**src/rtl/rtc_cal_pkg.sv**
```systemverilog
package rtc_cal_pkg;

  localparam int REG_W = 32;
  localparam int SEL_W = 3;

  typedef enum logic [SEL_W-1:0] {
    SEL_TIME = 3'd0,
    SEL_DATE = 3'd1,
    SEL_CTRL = 3'd2,
    SEL_STAT = 3'd3,
    SEL_PRE  = 3'd4
  } reg_sel_e;

  // status and control bit positions (software decodes these)
  localparam int ST_REQ   = 7;
  localparam int ST_ACT   = 6;
  localparam int ST_SYNC  = 5;
  localparam int ST_INITS = 4;
  localparam int CTRL_FMT = 6;
  localparam int PRE_A_LSB = 16;

  typedef struct packed {
    logic       pm;
    logic [5:0] hr;
    logic [6:0] mn;
    logic [6:0] sc;
  } time_t;

  typedef struct packed {
    logic [7:0] yr;
    logic [2:0] wd;
    logic [4:0] mo;
    logic [5:0] dy;
  } date_t;

  typedef struct packed {
    logic  carry;
    time_t t;
  } time_step_t;

  localparam time_t RST_TIME = '{pm: 1'b0, hr: 6'h00, mn: 7'h00, sc: 7'h00};
  localparam date_t RST_DATE = '{yr: 8'h00, wd: 3'd1, mo: 5'h01, dy: 6'h01};

  // two-digit BCD increment, no wrap handling
  function automatic logic [7:0] bcd_inc(input logic [7:0] v);
    logic [7:0] r;
    if (v[3:0] == 4'd9) r = {v[7:4] + 4'd1, 4'd0};
    else                r = {v[7:4], v[3:0] + 4'd1};
    return r;
  endfunction

  function automatic logic [6:0] bcd_to_bin(input logic [7:0] v);
    return ({3'b000, v[7:4]} * 7'd10) + {3'b000, v[3:0]};
  endfunction

  function automatic logic leap_year(input logic [7:0] yr);
    logic [6:0] b;
    b = bcd_to_bin(yr);
    return (b[1:0] == 2'b00);
  endfunction

  // last day of the month, BCD
  function automatic logic [5:0] month_len(input logic [4:0] mo, input logic [7:0] yr);
    logic [5:0] r;
    case (mo)
      5'h02:                     r = leap_year(yr) ? 6'h29 : 6'h28;
      5'h04, 5'h06, 5'h09, 5'h11: r = 6'h30;
      default:                   r = 6'h31;
    endcase
    return r;
  endfunction

  function automatic time_step_t time_step(input time_t t, input logic h12);
    time_step_t r;
    logic [7:0] tmp;
    r.t = t;
    r.carry = 1'b0;
    if (t.sc != 7'h59) begin
      tmp = bcd_inc({1'b0, t.sc});
      r.t.sc = tmp[6:0];
    end else begin
      r.t.sc = 7'h00;
      if (t.mn != 7'h59) begin
        tmp = bcd_inc({1'b0, t.mn});
        r.t.mn = tmp[6:0];
      end else begin
        r.t.mn = 7'h00;
        tmp = bcd_inc({2'b00, t.hr});
        if (!h12) begin
          if (t.hr == 6'h23) begin
            r.t.hr  = 6'h00;
            r.carry = 1'b1;
          end else begin
            r.t.hr = tmp[5:0];
          end
        end else begin
          if (t.hr == 6'h12) begin
            r.t.hr = 6'h01;
          end else if (t.hr == 6'h11) begin
            r.t.hr  = 6'h12;
            r.t.pm  = ~t.pm;
            r.carry = t.pm;
          end else begin
            r.t.hr = tmp[5:0];
          end
        end
      end
    end
    return r;
  endfunction

  function automatic date_t date_step(input date_t d);
    date_t r;
    logic [7:0] tmp;
    r = d;
    r.wd = (d.wd == 3'd7) ? 3'd1 : d.wd + 3'd1;
    if (d.dy != month_len(d.mo, d.yr)) begin
      tmp = bcd_inc({2'b00, d.dy});
      r.dy = tmp[5:0];
    end else begin
      r.dy = 6'h01;
      if (d.mo == 5'h12) begin
        r.mo = 5'h01;
        r.yr = (d.yr == 8'h99) ? 8'h00 : bcd_inc(d.yr);
      end else begin
        tmp = bcd_inc({3'b000, d.mo});
        r.mo = tmp[4:0];
      end
    end
    return r;
  endfunction

  function automatic logic [REG_W-1:0] time_to_word(input time_t t);
    return {9'b0, t.pm, t.hr, 1'b0, t.mn, 1'b0, t.sc};
  endfunction

  function automatic logic [REG_W-1:0] date_to_word(input date_t d);
    return {8'b0, d.yr, d.wd, d.mo, 2'b0, d.dy};
  endfunction

  function automatic time_t word_to_time(input logic [REG_W-1:0] w);
    time_t t;
    t.pm = w[22];
    t.hr = w[21:16];
    t.mn = w[14:8];
    t.sc = w[6:0];
    return t;
  endfunction

  function automatic date_t word_to_date(input logic [REG_W-1:0] w);
    date_t d;
    d.yr = w[23:16];
    d.wd = w[15:13];
    d.mo = w[12:8];
    d.dy = w[5:0];
    return d;
  endfunction

endpackage

```
**src/rtl/rtc_div_stage.sv**
```systemverilog
module rtc_div_stage #(
  parameter int W       = 7,
  parameter int RST_VAL = 127
) (
  input  logic         clk,
  input  logic         rst_n,
  input  logic         load,
  input  logic [W-1:0] reload,
  input  logic         en,
  output logic         wrap
);

  logic [W-1:0] cnt;

  assign wrap = en && !load && (cnt == '0);

  always_ff @(posedge clk or negedge rst_n) begin
    if (!rst_n)          cnt <= W'(RST_VAL);
    else if (load)       cnt <= reload;
    else if (en) begin
      if (cnt == '0)     cnt <= reload;
      else               cnt <= cnt - 1'b1;
    end
  end

endmodule

```
**src/rtl/rtc_prescaler.sv**
```systemverilog
module rtc_prescaler #(
  parameter int ADIV_W   = 7,
  parameter int SDIV_W   = 15,
  parameter int ADIV_RST = 127,
  parameter int SDIV_RST = 255
) (
  input  logic              clk,
  input  logic              rst_n,
  input  logic              hold,
  input  logic [ADIV_W-1:0] adiv,
  input  logic [SDIV_W-1:0] sdiv,
  output logic              a_pulse,
  output logic              tick
);

  rtc_div_stage #(.W(ADIV_W), .RST_VAL(ADIV_RST)) u_astage (
    .clk    (clk),
    .rst_n  (rst_n),
    .load   (hold),
    .reload (adiv),
    .en     (1'b1),
    .wrap   (a_pulse)
  );

  rtc_div_stage #(.W(SDIV_W), .RST_VAL(SDIV_RST)) u_sstage (
    .clk    (clk),
    .rst_n  (rst_n),
    .load   (hold),
    .reload (sdiv),
    .en     (a_pulse),
    .wrap   (tick)
  );

endmodule

```
**src/rtl/rtc_init_ctrl.sv**
```systemverilog
module rtc_init_ctrl #(
  parameter int INIT_LAT = 2,
  parameter int SYNC_LAT = 2
) (
  input  logic clk,
  input  logic rst_n,
  input  logic stat_wr,
  input  logic req_val,
  input  logic sync_val,
  output logic init_req,
  output logic init_active,
  output logic exit_evt,
  output logic rsf,
  output logic refresh_evt,
  output logic shadow_en
);

  localparam int LW = $clog2(INIT_LAT + 1);
  localparam int SW = $clog2(SYNC_LAT + 1);

  logic [LW-1:0] lat_cnt;
  logic [SW-1:0] sync_cnt;
  logic          sync_clr;

  assign exit_evt    = init_active && !init_req;
  assign sync_clr    = (stat_wr && !sync_val) || exit_evt;
  assign refresh_evt = !rsf && !init_active && !sync_clr && (sync_cnt == SW'(SYNC_LAT - 1));
  assign shadow_en   = refresh_evt || (rsf && !sync_clr);

  always_ff @(posedge clk or negedge rst_n) begin
    if (!rst_n)       init_req <= 1'b0;
    else if (stat_wr) init_req <= req_val;
  end

  always_ff @(posedge clk or negedge rst_n) begin
    if (!rst_n) begin
      init_active <= 1'b0;
      lat_cnt     <= '0;
    end else begin
      if (!init_req)                           init_active <= 1'b0;
      else if (lat_cnt == LW'(INIT_LAT - 1))   init_active <= 1'b1;
      if (!init_req || init_active)            lat_cnt <= '0;
      else                                     lat_cnt <= lat_cnt + 1'b1;
    end
  end

  always_ff @(posedge clk or negedge rst_n) begin
    if (!rst_n) begin
      rsf      <= 1'b0;
      sync_cnt <= '0;
    end else begin
      if (sync_clr)         rsf <= 1'b0;
      else if (refresh_evt) rsf <= 1'b1;
      if (sync_clr || rsf || init_active) sync_cnt <= '0;
      else                                sync_cnt <= sync_cnt + 1'b1;
    end
  end

endmodule

```
**src/rtl/rtc_cal_core.sv**
```systemverilog
module rtc_cal_core
  import rtc_cal_pkg::*;
(
  input  logic             clk,
  input  logic             rst_n,
  input  logic             tick,
  input  logic             h12,
  input  logic             load_time,
  input  logic             load_date,
  input  logic [REG_W-1:0] wr_data,
  output time_t            time_q,
  output date_t            date_q,
  output logic             day_carry
);

  time_step_t tnext;
  date_t      dnext;

  always_comb begin
    tnext = time_step(time_q, h12);
    dnext = date_step(date_q);
  end

  assign day_carry = tick && tnext.carry;

  always_ff @(posedge clk or negedge rst_n) begin
    if (!rst_n)         time_q <= RST_TIME;
    else if (load_time) time_q <= word_to_time(wr_data);
    else if (tick)      time_q <= tnext.t;
  end

  always_ff @(posedge clk or negedge rst_n) begin
    if (!rst_n)         date_q <= RST_DATE;
    else if (load_date) date_q <= word_to_date(wr_data);
    else if (day_carry) date_q <= dnext;
  end

endmodule

```
**src/rtl/rtc_bcd_calendar.sv**
```systemverilog
module rtc_bcd_calendar
  import rtc_cal_pkg::*;
#(
  parameter int ADIV_W   = 7,
  parameter int SDIV_W   = 15,
  parameter int ADIV_RST = 127,
  parameter int SDIV_RST = 255,
  parameter int INIT_LAT = 2,
  parameter int SYNC_LAT = 2
) (
  input  logic             clk,
  input  logic             rst_n,
  input  logic             wr_en,
  input  logic [SEL_W-1:0] wr_sel,
  input  logic [REG_W-1:0] wr_data,
  input  logic [SEL_W-1:0] rd_sel,
  output logic [REG_W-1:0] rd_data,
  output logic             tick_1hz
);

  logic              init_req, init_active, exit_evt;
  logic              rsf, refresh_evt, shadow_en;
  logic              stat_wr, cfg_ok;
  logic [ADIV_W-1:0] pre_a;
  logic [SDIV_W-1:0] pre_s;
  logic              h12;
  logic              a_pulse, day_carry, inits;
  time_t             time_live;
  date_t             date_live;
  logic [REG_W-1:0]  sh_time, sh_date, pre_word;
  logic [6:0]        live_sec;

  assign stat_wr  = wr_en && (wr_sel == SEL_STAT);
  assign cfg_ok   = wr_en && init_active;
  assign live_sec = time_live.sc;
  assign inits    = (date_live.yr != 8'h00);

  rtc_init_ctrl #(.INIT_LAT(INIT_LAT), .SYNC_LAT(SYNC_LAT)) u_ctrl (
    .clk         (clk),
    .rst_n       (rst_n),
    .stat_wr     (stat_wr),
    .req_val     (wr_data[ST_REQ]),
    .sync_val    (wr_data[ST_SYNC]),
    .init_req    (init_req),
    .init_active (init_active),
    .exit_evt    (exit_evt),
    .rsf         (rsf),
    .refresh_evt (refresh_evt),
    .shadow_en   (shadow_en)
  );

  always_ff @(posedge clk or negedge rst_n) begin
    if (!rst_n) begin
      pre_a <= ADIV_W'(ADIV_RST);
      pre_s <= SDIV_W'(SDIV_RST);
      h12   <= 1'b0;
    end else if (cfg_ok && (wr_sel == SEL_PRE)) begin
      pre_s <= wr_data[SDIV_W-1:0];
      pre_a <= wr_data[PRE_A_LSB +: ADIV_W];
    end else if (cfg_ok && (wr_sel == SEL_CTRL)) begin
      h12 <= wr_data[CTRL_FMT];
    end
  end

  rtc_prescaler #(
    .ADIV_W(ADIV_W), .SDIV_W(SDIV_W), .ADIV_RST(ADIV_RST), .SDIV_RST(SDIV_RST)
  ) u_pre (
    .clk     (clk),
    .rst_n   (rst_n),
    .hold    (init_active),
    .adiv    (pre_a),
    .sdiv    (pre_s),
    .a_pulse (a_pulse),
    .tick    (tick_1hz)
  );

  rtc_cal_core u_core (
    .clk       (clk),
    .rst_n     (rst_n),
    .tick      (tick_1hz),
    .h12       (h12),
    .load_time (cfg_ok && (wr_sel == SEL_TIME)),
    .load_date (cfg_ok && (wr_sel == SEL_DATE)),
    .wr_data   (wr_data),
    .time_q    (time_live),
    .date_q    (date_live),
    .day_carry (day_carry)
  );

  always_ff @(posedge clk or negedge rst_n) begin
    if (!rst_n) begin
      sh_time <= time_to_word(RST_TIME);
      sh_date <= date_to_word(RST_DATE);
    end else if (shadow_en) begin
      sh_time <= time_to_word(time_live);
      sh_date <= date_to_word(date_live);
    end
  end

  always_comb begin
    pre_word = '0;
    pre_word[SDIV_W-1:0] = pre_s;
    pre_word[PRE_A_LSB +: ADIV_W] = pre_a;
  end

  always_comb begin
    rd_data = '0;
    case (rd_sel)
      SEL_TIME: rd_data = sh_time;
      SEL_DATE: rd_data = sh_date;
      SEL_CTRL: rd_data[CTRL_FMT] = h12;
      SEL_STAT: begin
        rd_data[ST_REQ]   = init_req;
        rd_data[ST_ACT]   = init_active;
        rd_data[ST_SYNC]  = rsf;
        rd_data[ST_INITS] = inits;
      end
      SEL_PRE:  rd_data = pre_word;
      default:  rd_data = '0;
    endcase
  end

endmodule

```
**config.mk**
```make
export PLATFORM = sky130hd
export DESIGN_NAME = rtc_bcd_calendar
export DESIGN_NICKNAME = d
export VERILOG_FILES = /design/src/rtl/rtc_cal_pkg.sv /design/src/rtl/rtc_div_stage.sv /design/src/rtl/rtc_prescaler.sv /design/src/rtl/rtc_init_ctrl.sv /design/src/rtl/rtc_cal_core.sv /design/src/rtl/rtc_bcd_calendar.sv
export SDC_FILE = /design/constraint.sdc
export NUM_CORES = 1
export LEC_CHECK = 0
export BUFFER_PORTS_ARGS = -buffer_cell sky130_fd_sc_hd__buf_2
export CAP_MARGIN = 20
export CORE_ASPECT_RATIO = 0.9
export CORE_MARGIN = 3
export CORE_UTILIZATION = 45
export CTS_CLUSTER_SIZE = 16
export DETAILED_ROUTE_END_ITERATION = 10
export PLACE_DENSITY = 0.66
export SETUP_SLACK_MARGIN = 0.05
export SLEW_MARGIN = 10
export SYNTH_ARGS = -nofsm -noshare
export SYNTH_HDL_FRONTEND = slang
export SYNTH_SLANG_ARGS = --single-unit
```
**constraint.sdc**
```tcl
create_clock -name clk -period 2.4 [get_ports clk]
set_clock_uncertainty 0.05 [all_clocks]
set_input_delay 0.12 -clock clk [delete_from_list [all_inputs] [get_ports clk]]
set_output_delay 0.12 -clock clk [all_outputs]
set_load 0.01 [all_outputs]
```
Word level (Yosys, flattened, before mapping). Cells that the tools add are included.

Output and inout port bits: 33. Bits in registers: 138.

Equality and inequality tests: 38. Reductions and logical operators: 53. Multiplexer cells: 48. $add $sub $neg: 18. Bitwise operators: 2. $mul: 1.

Operator list (count): $mux W15 (4); $pmux W16 S3 (1); $mux W22 (2); $mux W21 (2); $mux W6 (7); $mux W7 (6); $mux W8 (5); $add A4 B1 Y4 const B (7); $eq A4 B4 Y1 const B (6); $logic_and A1 B1 Y1 (16); $logic_not A15 Y1 (1); $mux W5 (3); $sub A15 B1 Y15 const B (1); $ne A7 B7 Y1 const B (2); $reduce_bool A2 Y1 (7); $eq A3 B2 Y1 const B (4); $eq A6 B5 Y1 const B (2); $pmux W4 S3 (1); $pmux W6 S2 (1); $reduce_and A3 Y1 (4); $eq A5 B3 Y1 const B (2); $eq A5 B5 Y1 const B (2); $reduce_and A2 Y1 (5); $add A3 B1 Y3 const B (3); other kinds (33) (66).

Logic depth before layout (Yosys ltp). Gate-level depths: netlist (run 1).

Depth in word-level cells: 10. Depth in mapped cells: 10. Gate-level depth less buffers: 9.

By module. A second synthesis (run 1) with hierarchy kept.

Cell total of the unflattened synthesis: 839. Area total of the unflattened synthesis: 8315.5 µm².

By module, submodules not included: rtc_bcd_calendar (cells an instance 260, instances 1, area each 3265.6 µm², sequential area each 1674.1 µm²); rtc_cal_core (cells an instance 368, instances 1, area each 3091.7 µm², sequential area each 1079.8 µm²); rtc_div_stage at u_pre.u_sstage (cells an instance 122, instances 1, area each 1124.8 µm², sequential area each 385.4 µm²); rtc_div_stage at u_pre.u_astage (cells an instance 63, instances 1, area each 523.0 µm², sequential area each 183.9 µm²); rtc_init_ctrl (cells an instance 25, instances 1, area each 306.5 µm², sequential area each 175.2 µm²); rtc_prescaler (cells an instance 1, instances 1, area each 3.8 µm², sequential area each 0.0 µm²).

Least setup slack after synthesis (run 1). Ideal clock, no wire load.

Path kind: register -> register. Start: register u_pre.u_sstage.cnt[0]. End: register u_core.date_q[2] (netlist bit). Buffers on the path: 0. Data required time: 2273 ps. Slack: -1 ps. Cell stages (with the launch flop): 9. Arrival time: 2274 ps. Cell sequence: dfstp_2 -> inv_1 -> ha_1 -> nor3b_2 -> nand4_1 -> nor4b_4 -> nand2_1 -> or4b_1 -> a21oi_1.

Word-level cells in the longest chain between the ends: 4.

Ends and longest elaborated chain: start, declared (line rtc_div_stage.sv:13) `logic [W-1:0] cnt;`; start signal, assigned (line rtc_div_stage.sv:18) `if (!rst_n) cnt <= W'(RST_VAL);`; start signal, assigned (line rtc_div_stage.sv:19) `else if (load) cnt <= reload;`; start signal, assigned (line rtc_div_stage.sv:21) `if (cnt == '0) cnt <= reload;`; $logic_not A15 Y1 (line rtc_div_stage.sv:15) `assign wrap = en && !load && (cnt == '0);`; $logic_and A1 B1 Y1 (line rtc_div_stage.sv:15); $logic_and A1 B1 Y1 (line rtc_cal_core.sv:24) `assign day_carry = tick && tnext.carry;`; $reduce_bool A2 Y1 (no source line); end signal, assigned (line rtc_cal_core.sv:34) `else if (load_date) date_q <= word_to_date(wr_data);`; end signal, assigned (line rtc_cal_core.sv:35) `else if (day_carry) date_q <= dnext;`; end, declared (line rtc_cal_core.sv:12) `output date_t date_q,`.

No other way between the ends. A chain may end at the register's enable or synchronous reset.

Worst setup path after layout (run 1).
Start: register u_pre.u_sstage.cnt[9]. End: output port tick_1hz.

Word-level cells in the longest chain between the ends: 2.

Ends and longest elaborated chain: $logic_not A15 Y1 (line rtc_div_stage.sv:15); $logic_and A1 B1 Y1 (line rtc_div_stage.sv:15); end, declared (line rtc_bcd_calendar.sv:18) `output logic tick_1hz`.

No other way between the ends.

==> results of run 1 <==
## final cells by class
type                            instances  area share (%)
Clock buffer                           22            4.65
Clock inverter                         10            1.62
Inverter                               31            1.14
Multi-Input combinational cell        667            41.9
Sequential cell                       138            34.3
Tap cell                              235            2.88
Timing Repair Buffer                  184            13.5
## power groups by stage
stage | logic, mW | registers, mW | clock network [mW]
finish | 4.30 | 4.31 | 2.84
global route | 4.84 | 4.42 | 2.97
CTS | 4.19 | 4.28 | 2.88
detailed placement | 4.07 | 4.28 | 0
global placement | 3.96 | 4.25 | 0
floorplan | 2.62 | 4.06 | 0
## state kept, by name, indices dropped and copies added (netlist names)
register and count:
u_ctrl.init_active 1, sh_date 22, u_pre.u_astage.cnt 7, u_pre.u_sstage.cnt 15, pre_s 15, pre_a 7
u_ctrl.init_req 1, u_ctrl.rsf 1, sh_time 21, u_core.date_q 22, u_ctrl.sync_cnt 2, h12 1
u_ctrl.lat_cnt 2, u_core.time_q 21
## synthesized netlist by cell type, drive strengths merged (6+ instances only)
library cell	count	area [um^2]
inv	29	109
o31ai	7	52.6
nand4	13	81.3
mux2	26	293
nor2	92	345
a22oi	6	45.0
and2	8	50.1
dfrtp	102	2550
clkbuf	40	150
nor3	14	80.1
buf	17	113
ha	25	313
a211oi	6	50.1
o21ai	65	325
nor2b	6	37.5
nand4b	6	52.6
nand2	155	582
nor4b	6	73.8
nor3b	9	77.6
nor4	8	62.6
dfstp	36	946
nand3	26	130
xnor2	6	52.6
a21oi	40	200
mux2i	30	300
a31oi	19	119
## path summary, 6_finish.rpt
check,startpoint,endpoint,slack (ns),depth (start not counted)
worst max-delay path,u_pre.u_sstage.cnt[9],tick_1hz,0.04,6
worst min register to register,u_ctrl.lat_cnt[0],u_ctrl.lat_cnt[0],0.38,1
min in group asynchronous,rst_n,u_ctrl.lat_cnt[1],0.18,2
worst min-delay path,wr_sel[2],h12,0.08,3
worst max register to register,u_pre.u_sstage.cnt[1],u_core.date_q[1],0.07,8
max in group asynchronous,rst_n,pre_a[1],1.41,3
## per-layer routing
| layer | part of all wire [%] | GRT usage [%] |
|---|---|---|
| met1 | 45 | 33.9 |
| met2 | 47 | 37.3 |
| met3 | 6.6 | 4.71 |
| met4 | 1.5 | 7.07 |
| met5 | 0 | 0 |
## worst max-delay path: stages (launching register included)
cell,delay (ns)
dfrtp_1,0.43
or4_4,0.56
nor3_4,0.21
nand3_2,0.17
inv_2,0.15
buf_4,0.13
buf_2,0.12
## repair_timing
item                       CTS  global route
hold buffers                25             0
setup endpoints to repair   15            30
hold endpoints to repair   111             0
setup buffers                5             4
gates resized for setup     16            22
pin swaps                    6            15
## cell families (layout without fill, tap and decap cells)
group	Yosys count	in the layout	synth area share, %
simple gates	383	383	23.9
buf+inv	88	247	4.79
flops	138	138	44.2
other cells	1	8	0.0473
fa+ha+maj	25	25	3.95
xor+xnor	11	11	1.22
compound gates	184	184	14.4
mux	56	56	7.49
==> run summary, run 1 <==
Status -> finished clean
Final core occ -> 59.8%
# diodes -> 0
CP Launch Type -> flop
CP Capture Type -> output pin
Max Cap Viol -> 0
Placed cells -> 1222
Core Area -> 17100 um^2
Gate count of the mapped netlist -> 886
CTS buffer count -> 17
Layout cells sized above 1 -> 28.4%
Fin. Hold Viols -> 0
Dpl cell area -> 9080 um^2
Flop pwr share -> 37.6%
Vias in the first global route -> 6826
RSZ-0062 raised after global routing -> true
Ys flop type -> dfrtp_1
WS Path Type -> flop to output pin
Tot GR Track Use -> 23.9%
Final period utilization -> 98.2%
Global-route wire length before repair -> 36.5 mm
Multi-input gate area -> 4280 um^2
Least-Margin Pin Slew -> 0.594 ns
Slew headroom -> 60.4%
Setup ws final -> 0.0425 ns
Worst hold path class -> input port to flop
Die Ht -> 132 um
Worst hold margin -> 0.0816 ns
Total negative setup slack -> 0 ns
Detailed placement HPWL -> 16.5 mm
H-tree depth -> 4
Drt via density -> 5.62
Register area -> 3500 um^2
Detailed-router iteration count before antenna repair -> 5
Critical Path AT -> 2.19 ns
Number of enable flip-flop cells after synthesis -> 0
Leakage power -> 4.61 nW
Die area -> 19200 um^2
Sequential fraction of the synthesis area -> 44.2%
WL per Instance -> 18.0 um
Layout fillers -> 1495
Clock root buffer -> clkbuf_16
Area Growth Syn to Fin -> 28.7%
Die width -> 146 um
Routed wire length -> 23.1 mm
Max FO, Critical Path -> 4
Via count -> 7232
Rows -> 45
Int Pwr -> 7.24 mW
Cell area after layout -> 10200 um^2
Initial Util -> 46.4%
Net Sw Power -> 4.22 mW
Top Ports -> 74
Data required, critical path -> 2.23 ns
Syn. warnings -> 0
Power Density -> 1120 nW/um^2
GPL Wtd Cong -> 0.919
Synthesized area -> 7920 um^2
Clk_lat worst skew -> 0.42 ns
Clock power share -> 24.8%
Ys async rst share -> 100%
Setup-failing EPs final -> 0
Clk slew on worst S/H paths -> 0.06 ns
Largest net degree at the start of global routing -> 62
Violation count after the first detailed-route iteration -> 481
Fmax -> 424 MHz
Worst slack at placement -> -0.0508 ns
Fin nets -> 1105
Initial antenna violation count -> 0
Commonest cells after routing, fill and taps aside -> nand2_1, dfrtp_1, buf_4, nor2_1, o21ai_0
Switch share -> 36.8%
CTS tree -> built
Tmin final -> 2.36 ns
Mean Syn Cell Area -> 8.94 um^2
Clock sink count -> 138
Fin. max-slew vios -> 0
GRT overflow -> 0
PortBufs -> 57
Cell Count, Final, Fillers Out -> 1287
Worst vdd ir -> 656 uV
Combinational fraction of design power -> 37.5%
Power Total -> 11.5 mW
Commonest non-fill, non-tap cell in the layout -> nand2_1
DRC -> 0
CTS Buffer Depth -> 2
DRT antenna net count -> 0
Yosys reg bits -> 138
Count of cell types in the netlist -> 73
No activity file was read; power rests on OpenSTA's default activity.
==> inputs of run 2 (changes only) <==
--- a/config.mk
+++ b/config.mk
@@ -12,9 +12,10 @@
 export CORE_UTILIZATION = 45
 export CTS_CLUSTER_SIZE = 16
 export DETAILED_ROUTE_END_ITERATION = 10
-export PLACE_DENSITY = 0.66
+export PLACE_DENSITY = 0.65
 export SETUP_SLACK_MARGIN = 0.05
 export SLEW_MARGIN = 10
 export SYNTH_ARGS = -nofsm -noshare
 export SYNTH_HDL_FRONTEND = slang
+export SYNTH_HIERARCHICAL = 1
 export SYNTH_SLANG_ARGS = --single-unit
==> run summary, run 2 <==
Fmax -> 345 MHz (was 424 MHz)
Met2 usage -> 36.9% (was 37.3%)
Top Ports -> 74 (unchanged)
Most used routing layer in global routing -> met2 (unchanged)
Hold path depth -> 3 (unchanged)
Slew headroom -> 57.7% (was 60.4%)
Initial Util -> 46.6% (was 46.4%)
Global-route wire length before repair -> 37.0 mm (was 36.5 mm)
DRC -> 0 (unchanged)
Fin. Hold Viols -> 0 (unchanged)
CTS buffer count -> 17 (unchanged)
CTS tree -> built (unchanged)
Mean Syn Cell Area -> 9.91 um^2 (was 8.94 um^2)
Clk_lat worst skew -> 0.42 ns (about the same)
CP Launch Type -> flop (unchanged)
Largest net degree at the start of global routing -> 60 (was 62)
Worst vdd ir -> 610 uV (was 656 uV)
Die Ht -> 135 um (was 132 um)
WL per Instance -> 18.5 um (was 18.0 um)
Core Area -> 17800 um^2 (was 17100 um^2)
Syn. warnings -> 6 (was 0)
Via count -> 7256 (was 7232)
Fin. max-slew vios -> 0 (unchanged)
Net Sw Power -> 4.05 mW (was 4.22 mW)
Detailed placement HPWL -> 16.2 mm (was 16.5 mm)
GPL Wtd Cong -> 0.903 (was 0.919)
Clock root buffer -> clkbuf_16 (unchanged)
Tmin final -> 2.90 ns (was 2.36 ns)
Flop pwr share -> 36.5% (was 37.6%)
Power Density -> 1050 nW/um^2 (was 1120 nW/um^2)
Area Growth Syn to Fin -> 28.7% (about the same)
Initial antenna violation count -> 0 (unchanged)
Clock sink count -> 138 (unchanged)
Biggest regs -> sh_date x22, u_core/date_q x22 (was sh_date x22, u_core.date_q x22)
Data required, critical path -> 2.69 ns (was 2.23 ns)
Vias in the first global route -> 6894 (was 6826)
Met3 usage in global routing -> 3.99% (was 4.71%)
Final core occ -> 59.9% (was 59.8%)
Drt via density -> 5.75 (was 5.62)
Commonest cells after routing, fill and taps aside -> dfrtp_1, buf_4, nand2_1, mux2_2, buf_2 (was nand2_1, dfrtp_1, buf_4, nor2_1, o21ai_0)
Max FO, Critical Path -> 8 (was 4)
Violation count after the first detailed-route iteration -> 656 (was 481)
Layout fillers -> 1521 (was 1495)
Critical Path AT -> 3.20 ns (was 2.19 ns)
Die area -> 20100 um^2 (was 19200 um^2)
Routed wire length -> 23.3 mm (was 23.1 mm)
Status -> finished with violations (was finished clean)
DRT antenna net count -> 0 (unchanged)
Synthesized area -> 8310 um^2 (was 7920 um^2)
Worst hold path class -> input port to flop (unchanged)
H-tree depth -> 4 (unchanged)
Worst Reg-to-Reg Cells -> 14 (was 8)
Final period utilization -> 121% (was 98.2%)
Fin nets -> 1069 (was 1105)
Layout cells sized above 1 -> 37.1% (was 28.4%)
Combinational fraction of design power -> 40.1% (was 37.5%)
PortBufs -> 57 (unchanged)
Int Pwr -> 7.21 mW (was 7.24 mW)
Detailed-router iteration count before antenna repair -> 5 (unchanged)
RSZ-0062 raised after global routing -> true (unchanged)
Worst slack at placement -> -0.521 ns (was -0.0508 ns)
Tot GR Track Use -> 23.3% (was 23.9%)
WS Path Type -> flop to flop (was flop to output pin)
Failing checks -> setup timing
CP Capture Type -> flop (was output pin)
Setup ws final -> -0.501 ns (was 0.0425 ns)
Clk slew on worst S/H paths -> 0.06 ns (about the same)
Switch share -> 36.0% (was 36.8%)
Met1 Track Usage GR -> 33.2% (was 33.9%)
Clock power share -> 23.3% (was 24.8%)
Gate count of the mapped netlist -> 838 (was 886)
Die width -> 149 um (was 146 um)
GRT overflow -> 0 (unchanged)
Commonest non-fill, non-tap cell in the layout -> dfrtp_1 (was nand2_1)
CTS Buffer Depth -> 2 (unchanged)
Setup-failing EPs final -> 35 (was 0)
Worst hold margin -> 0.0692 ns (was 0.0816 ns)
Least-Margin Pin Slew -> 0.629 ns (was 0.594 ns)
Max Cap Viol -> 0 (unchanged)
Rows -> 46 (was 45)
Leakage power -> 4.69 nW (was 4.61 nW)
run 2: changes by cell type in the layout (fill, tap and decap cells not counted), sizes merged, moves of 5 or more:
| cell | change |
|---|---|
| ha | -5 |
| or2 | +18 |
| nand2 | -71 |
| nand3 | -8 |
| nor2b | +8 |
| nor3 | +8 |
| a21oi | +17 |
| and2 | -5 |
| buf | +12 |
| mux2 | +46 |
| nor2 | -47 |
| o21ai | -18 |
run 2: final cells by class:
cell class              count  area (um^2)  share of cell area, %
clock buffers              20          467                   4.37
flip-flops and latches    138         3500                   32.7
multi-input cells         622         4680                   43.7
repair buffers            196         1490                   14.0
well taps                 240          300                   2.81
diodes                      1         2.50                 0.0234
inverters                  33          129                   1.21
clock inverters            12          123                   1.15
run 2: through the flow:
stage	instances	power (mW)	cell area, um^2	TNS (ns)
6_report	1262	11.3	10700	-10.44
5_1_grt	1261	11.9	10700	-14.22
4_1_cts	1256	11.2	10600	-10.06
3_5_place_dp	1185	8.37	9430	-9.84
3_3_place_gp	1185	8.28	9430	-7.42
2_1_floorplan	848	6.77	8410	-17.23
run 2: timing repair:
action                     in CTS  in global routing
hold endpoints to repair      109                  0
pin swaps                      15                 16
hold buffers                   25                  0
cloned                          0                  0
setup endpoints to repair      38                 39
buffers inserted               15                  7
gates resized for setup        59                 23
run 2: final timing paths:
check / to / slack (ns) / start
setup / recovery: u_core/date_q[16] / -0.50 / u_pre/u_astage/cnt[1]
hold / removal: h12 / 0.07 / wr_sel[1]
setup reg to reg: u_core/date_q[16] / -0.50 / u_pre/u_astage/cnt[1]
hold reg to reg: u_ctrl/sync_cnt[0] / 0.39 / u_ctrl/sync_cnt[0]
max in group asynchronous: u_core/date_q[11] / 1.35 / rst_n
min in group asynchronous: sh_date[2] / 0.17 / rst_n
run 2: routing by layer:
| metal | up-vias | wire length, um |
|---|---|---|
| met5 | - | 0 |
| met4 | 0 | 368 |
| met3 | 26 | 1190 |
| met2 | 224 | 11000 |
| met1 | 3599 | 10800 |
| li1 | 3407 | - |
run 2: power by group through the flow:
stage	Clock (mW)	Combinational [mW]	Sequential, mW
2_1_floorplan	0	2.81	3.96
3_3_place_gp	0	4.19	4.09
3_5_place_dp	0	4.25	4.12
4_1_cts	2.66	4.42	4.10
5_1_grt	2.77	4.93	4.23
6_report	2.62	4.52	4.12
run 2: critical path: stages (launching register included):
cell      delay [ns]
dfstp_2         0.37
inv_2           0.07
ha_4            0.13
nor3b_4         0.19
and2_4          0.17
and3_4          0.20
nand2b_4        0.06
nor2_4          0.12
inv_2           0.05
or3_4           0.34
a211o_4         0.31
inv_6           0.08
nand3_4         0.09
or4_1           0.43
a31oi_1         0.17
==> inputs of run 3 (changes only) <==
--- a/config.mk
+++ b/config.mk
@@ -12,10 +12,9 @@
 export CORE_UTILIZATION = 45
 export CTS_CLUSTER_SIZE = 16
 export DETAILED_ROUTE_END_ITERATION = 10
-export PLACE_DENSITY = 0.65
-export SETUP_SLACK_MARGIN = 0.05
+export PLACE_DENSITY = 0.66
+export SETUP_SLACK_MARGIN = 0.1
 export SLEW_MARGIN = 10
 export SYNTH_ARGS = -nofsm -noshare
 export SYNTH_HDL_FRONTEND = slang
-export SYNTH_HIERARCHICAL = 1
 export SYNTH_SLANG_ARGS = --single-unit
==> run summary, run 3 (synthesis results as in run 1) <==
Slowest CP cell -> dfstp_2 (was or4_1)
DRT antenna net count -> 0 (unchanged)
CTS tree -> built (unchanged)
Worst slack at placement -> -0.0669 ns (was -0.521 ns)
Worst hold path class -> input port to flop (unchanged)
Final period utilization -> 99.7% (was 121%)
Worst Reg-to-Reg Cells -> 7 (was 14)
Hold path depth -> 3 (unchanged)
R2r startpoint -> u_core.date_q[6] (was u_pre/u_astage/cnt[1])
Core Area -> 17100 um^2 (was 17800 um^2)
CTS buffer count -> 17 (unchanged)
Setup ws final -> 0.00799 ns (was -0.501 ns)
Max FO, Critical Path -> 6 (was 8)
CP Capture Type -> flop (unchanged)
# diodes -> 0 (was 1)
Global-route wire length before repair -> 38.1 mm (was 37.0 mm)
Status -> finished clean (was finished with violations)
Placed cells -> 1233 (was 1185)
Leakage power -> 4.78 nW (was 4.69 nW)
Clock sink count -> 138 (unchanged)
Worst vdd ir -> 712 uV (was 610 uV)
FF-to-FF End -> u_core.date_q[2] (was u_core/date_q[16])
Fin. max-slew vios -> 0 (unchanged)
Initial antenna violation count -> 0 (unchanged)
Biggest regs -> sh_date x22, u_core.date_q x22 (was sh_date x22, u_core/date_q x22)
Power Density -> 1110 nW/um^2 (was 1050 nW/um^2)
Fmax -> 418 MHz (was 345 MHz)
PortBufs -> 57 (unchanged)
Least-Margin Pin Slew -> 0.682 ns (was 0.629 ns)
Violation count after the first detailed-route iteration -> 538 (was 656)
CP bufs+invs -> 1 (was 3)
Clk_lat worst skew -> 0.43 ns (was 0.42 ns)
Hold Startpoint -> wr_sel[2] (was wr_sel[1])
Setup-failing EPs final -> 0 (was 35)
Drt via density -> 5.57 (was 5.75)
CP max stage delay -> 0.57 ns (was 0.43 ns)
Largest net degree at the start of global routing -> 68 (was 60)
CP Launch Type -> flop (unchanged)
Die Ht -> 132 um (was 135 um)
Max Cap Viol -> 0 (unchanged)
Fin nets -> 1130 (was 1069)
Commonest cells after routing, fill and taps aside -> nand2_1, buf_4, dfrtp_1, nor2_1, o21ai_0 (was dfrtp_1, buf_4, nand2_1, mux2_2, buf_2)
Fin. Hold Viols -> 0 (unchanged)
Multi-input gate area -> 4390 um^2 (was 4680 um^2)
DRC -> 0 (unchanged)
WS Path Type -> flop to flop (unchanged)
WL per Instance -> 18.3 um (was 18.5 um)
Commonest non-fill, non-tap cell in the layout -> nand2_1 (was dfrtp_1)
Hold worst-path end -> h12 (unchanged)
Cell Count, Final, Fillers Out -> 1312 (was 1262)
Tmin final -> 2.39 ns (was 2.90 ns)
GPL Wtd Cong -> 0.940 (was 0.903)
H-tree depth -> 4 (unchanged)
GRT overflow -> 0 (unchanged)
Layout fillers -> 1445 (was 1521)
Top Ports -> 74 (unchanged)
Detailed placement HPWL -> 16.5 mm (was 16.2 mm)
Rows -> 45 (was 46)
Worst hold margin -> 0.0717 ns (was 0.0692 ns)
Register area -> 3500 um^2 (about the same)
Cell area after layout -> 10600 um^2 (was 10700 um^2)
Slew headroom -> 54.6% (was 57.7%)
Total negative setup slack -> 0 ns (was -10.44 ns)
Die area -> 19200 um^2 (was 20100 um^2)
Routed wire length -> 24.1 mm (was 23.3 mm)
Crit-path leading delay family -> simple AND/OR/NAND/NOR gates (unchanged)
Dpl cell area -> 9180 um^2 (was 9430 um^2)
Critical Path AT -> 2.70 ns (was 3.20 ns)
Layout cells sized above 1 -> 32.0% (was 37.1%)
Clock root buffer -> clkbuf_16 (unchanged)
Data required, critical path -> 2.71 ns (was 2.69 ns)
Detailed-router iteration count before antenna repair -> 5 (unchanged)
Critical path, cell by cell -> or4bb_4 -> a21oi_4 -> buf_4 -> o31ai_4 -> and3_4 -> or4b_1 -> a21oi_2 (was inv_2 -> ha_4 -> nor3b_4 -> and2_4 -> and3_4 -> nand2b_4 -> nor2_4 -> inv_2 -> or3_4 -> a211o_4 -> inv_6 -> nand3_4 -> or4_1 -> a31oi_1)
Flop-to-flop setup slack -> 0.008 ns (was -0.50 ns)
Die width -> 146 um (was 149 um)
CTS Buffer Depth -> 2 (unchanged)
Area Growth Syn to Fin -> 33.2% (was 28.7%)
Via count -> 7314 (was 7256)
RSZ-0062 raised after global routing -> true (unchanged)
Vias in the first global route -> 7105 (was 6894)
Initial Util -> 46.4% (was 46.6%)
Clk slew on worst S/H paths -> 0.06 ns (about the same)
Tot GR Track Use -> 24.8% (was 23.3%)
-- run 3: cell types whose count changed in the layout (fill, tap and decap cells not counted), moves of 8 or more --
| cell | previous run | this run |
|---|---|---|
| nor2b_1 | 13 | 5 |
| nor2_1 | 41 | 90 |
| a21oi_1 | 55 | 36 |
| o21ai_1 | 22 | 8 |
| mux2_2 | 69 | 26 |
| o21ai_0 | 23 | 56 |
| nand2_1 | 81 | 153 |
| buf_4 | 100 | 110 |
| or2_0 | 14 | 0 |
-- run 3: area by class of cell --
cell class	instances	area share (%)
Timing Repair Buffer	209	15.2
Tap cell	235	2.79
Inverter	31	1.10
Clock buffer	18	4.07
Multi-Input combinational cell	667	41.6
Clock inverter	14	2.10
Sequential cell	138	33.2
-- run 3: per-layer routing --
layer	part of all wire, %	routed length, um	vias up	GRT usage, %
li1	-	-	3492	-
met1	46	11100	3553	35.3
met2	47	11200	236	38.8
met3	5.5	1320	33	4.61
met4	1.7	420	0	7.33
met5	0	0	-	0
-- run 3: worst register-to-register path: cells and delay by family, from the launching register on --
kind	cells	cell delay (ns)
AND/OR/NAND/NOR	3	1.21
AO/OA/AOI/OAI	3	0.36
buffers and inverters	1	0.13
flip-flops	1	0.57
-- run 3: how the worst max path moves through the flow --
stage	start	end	slack, ns	cells past startpoint
floorplan	u_pre.u_sstage.cnt[1]	u_core.time_q[19]	0.07	8
global placement	u_pre.u_sstage.cnt[1]	u_core.date_q[14]	-0.02	9
detailed placement	u_pre.u_astage.cnt[1]	u_core.date_q[14]	-0.07	10
CTS	u_pre.u_sstage.cnt[0]	u_core.date_q[19]	-0.03	9
global route	u_pre.u_sstage.cnt[0]	u_core.date_q[18]	-0.09	9
finish	u_core.date_q[6]	u_core.date_q[2]	0.008	7
-- run 3: stage by stage --
stage / utilization [%] / power, mW
3_5_place_dp: 53.8 / 8.38
3_3_place_gp: 53.8 / 8.25
4_1_cts: 60.4 / 11.6
2_1_floorplan: - / 6.71
6_report: 61.9 / 11.8
5_1_grt: 61.9 / 12.6
-- run 3: power by group --
group	internal, mW	switching (mW)	total, mW
clock	1.85	1.08	2.93
combinational	2.07	2.45	4.52
sequential	3.46	0.859	4.32
total	7.38	4.38	11.8
-- run 3: timing repair --
item | 4_1_cts | 5_1_grt
gates resized for setup | 36 | 38
cloned | 0 | 0
buffers inserted | 11 | 12
endpoints found under the hold margin | 119 | 0
pin swaps | 19 | 22
hold buffers | 25 | 0
endpoints found under the setup margin | 23 | 40
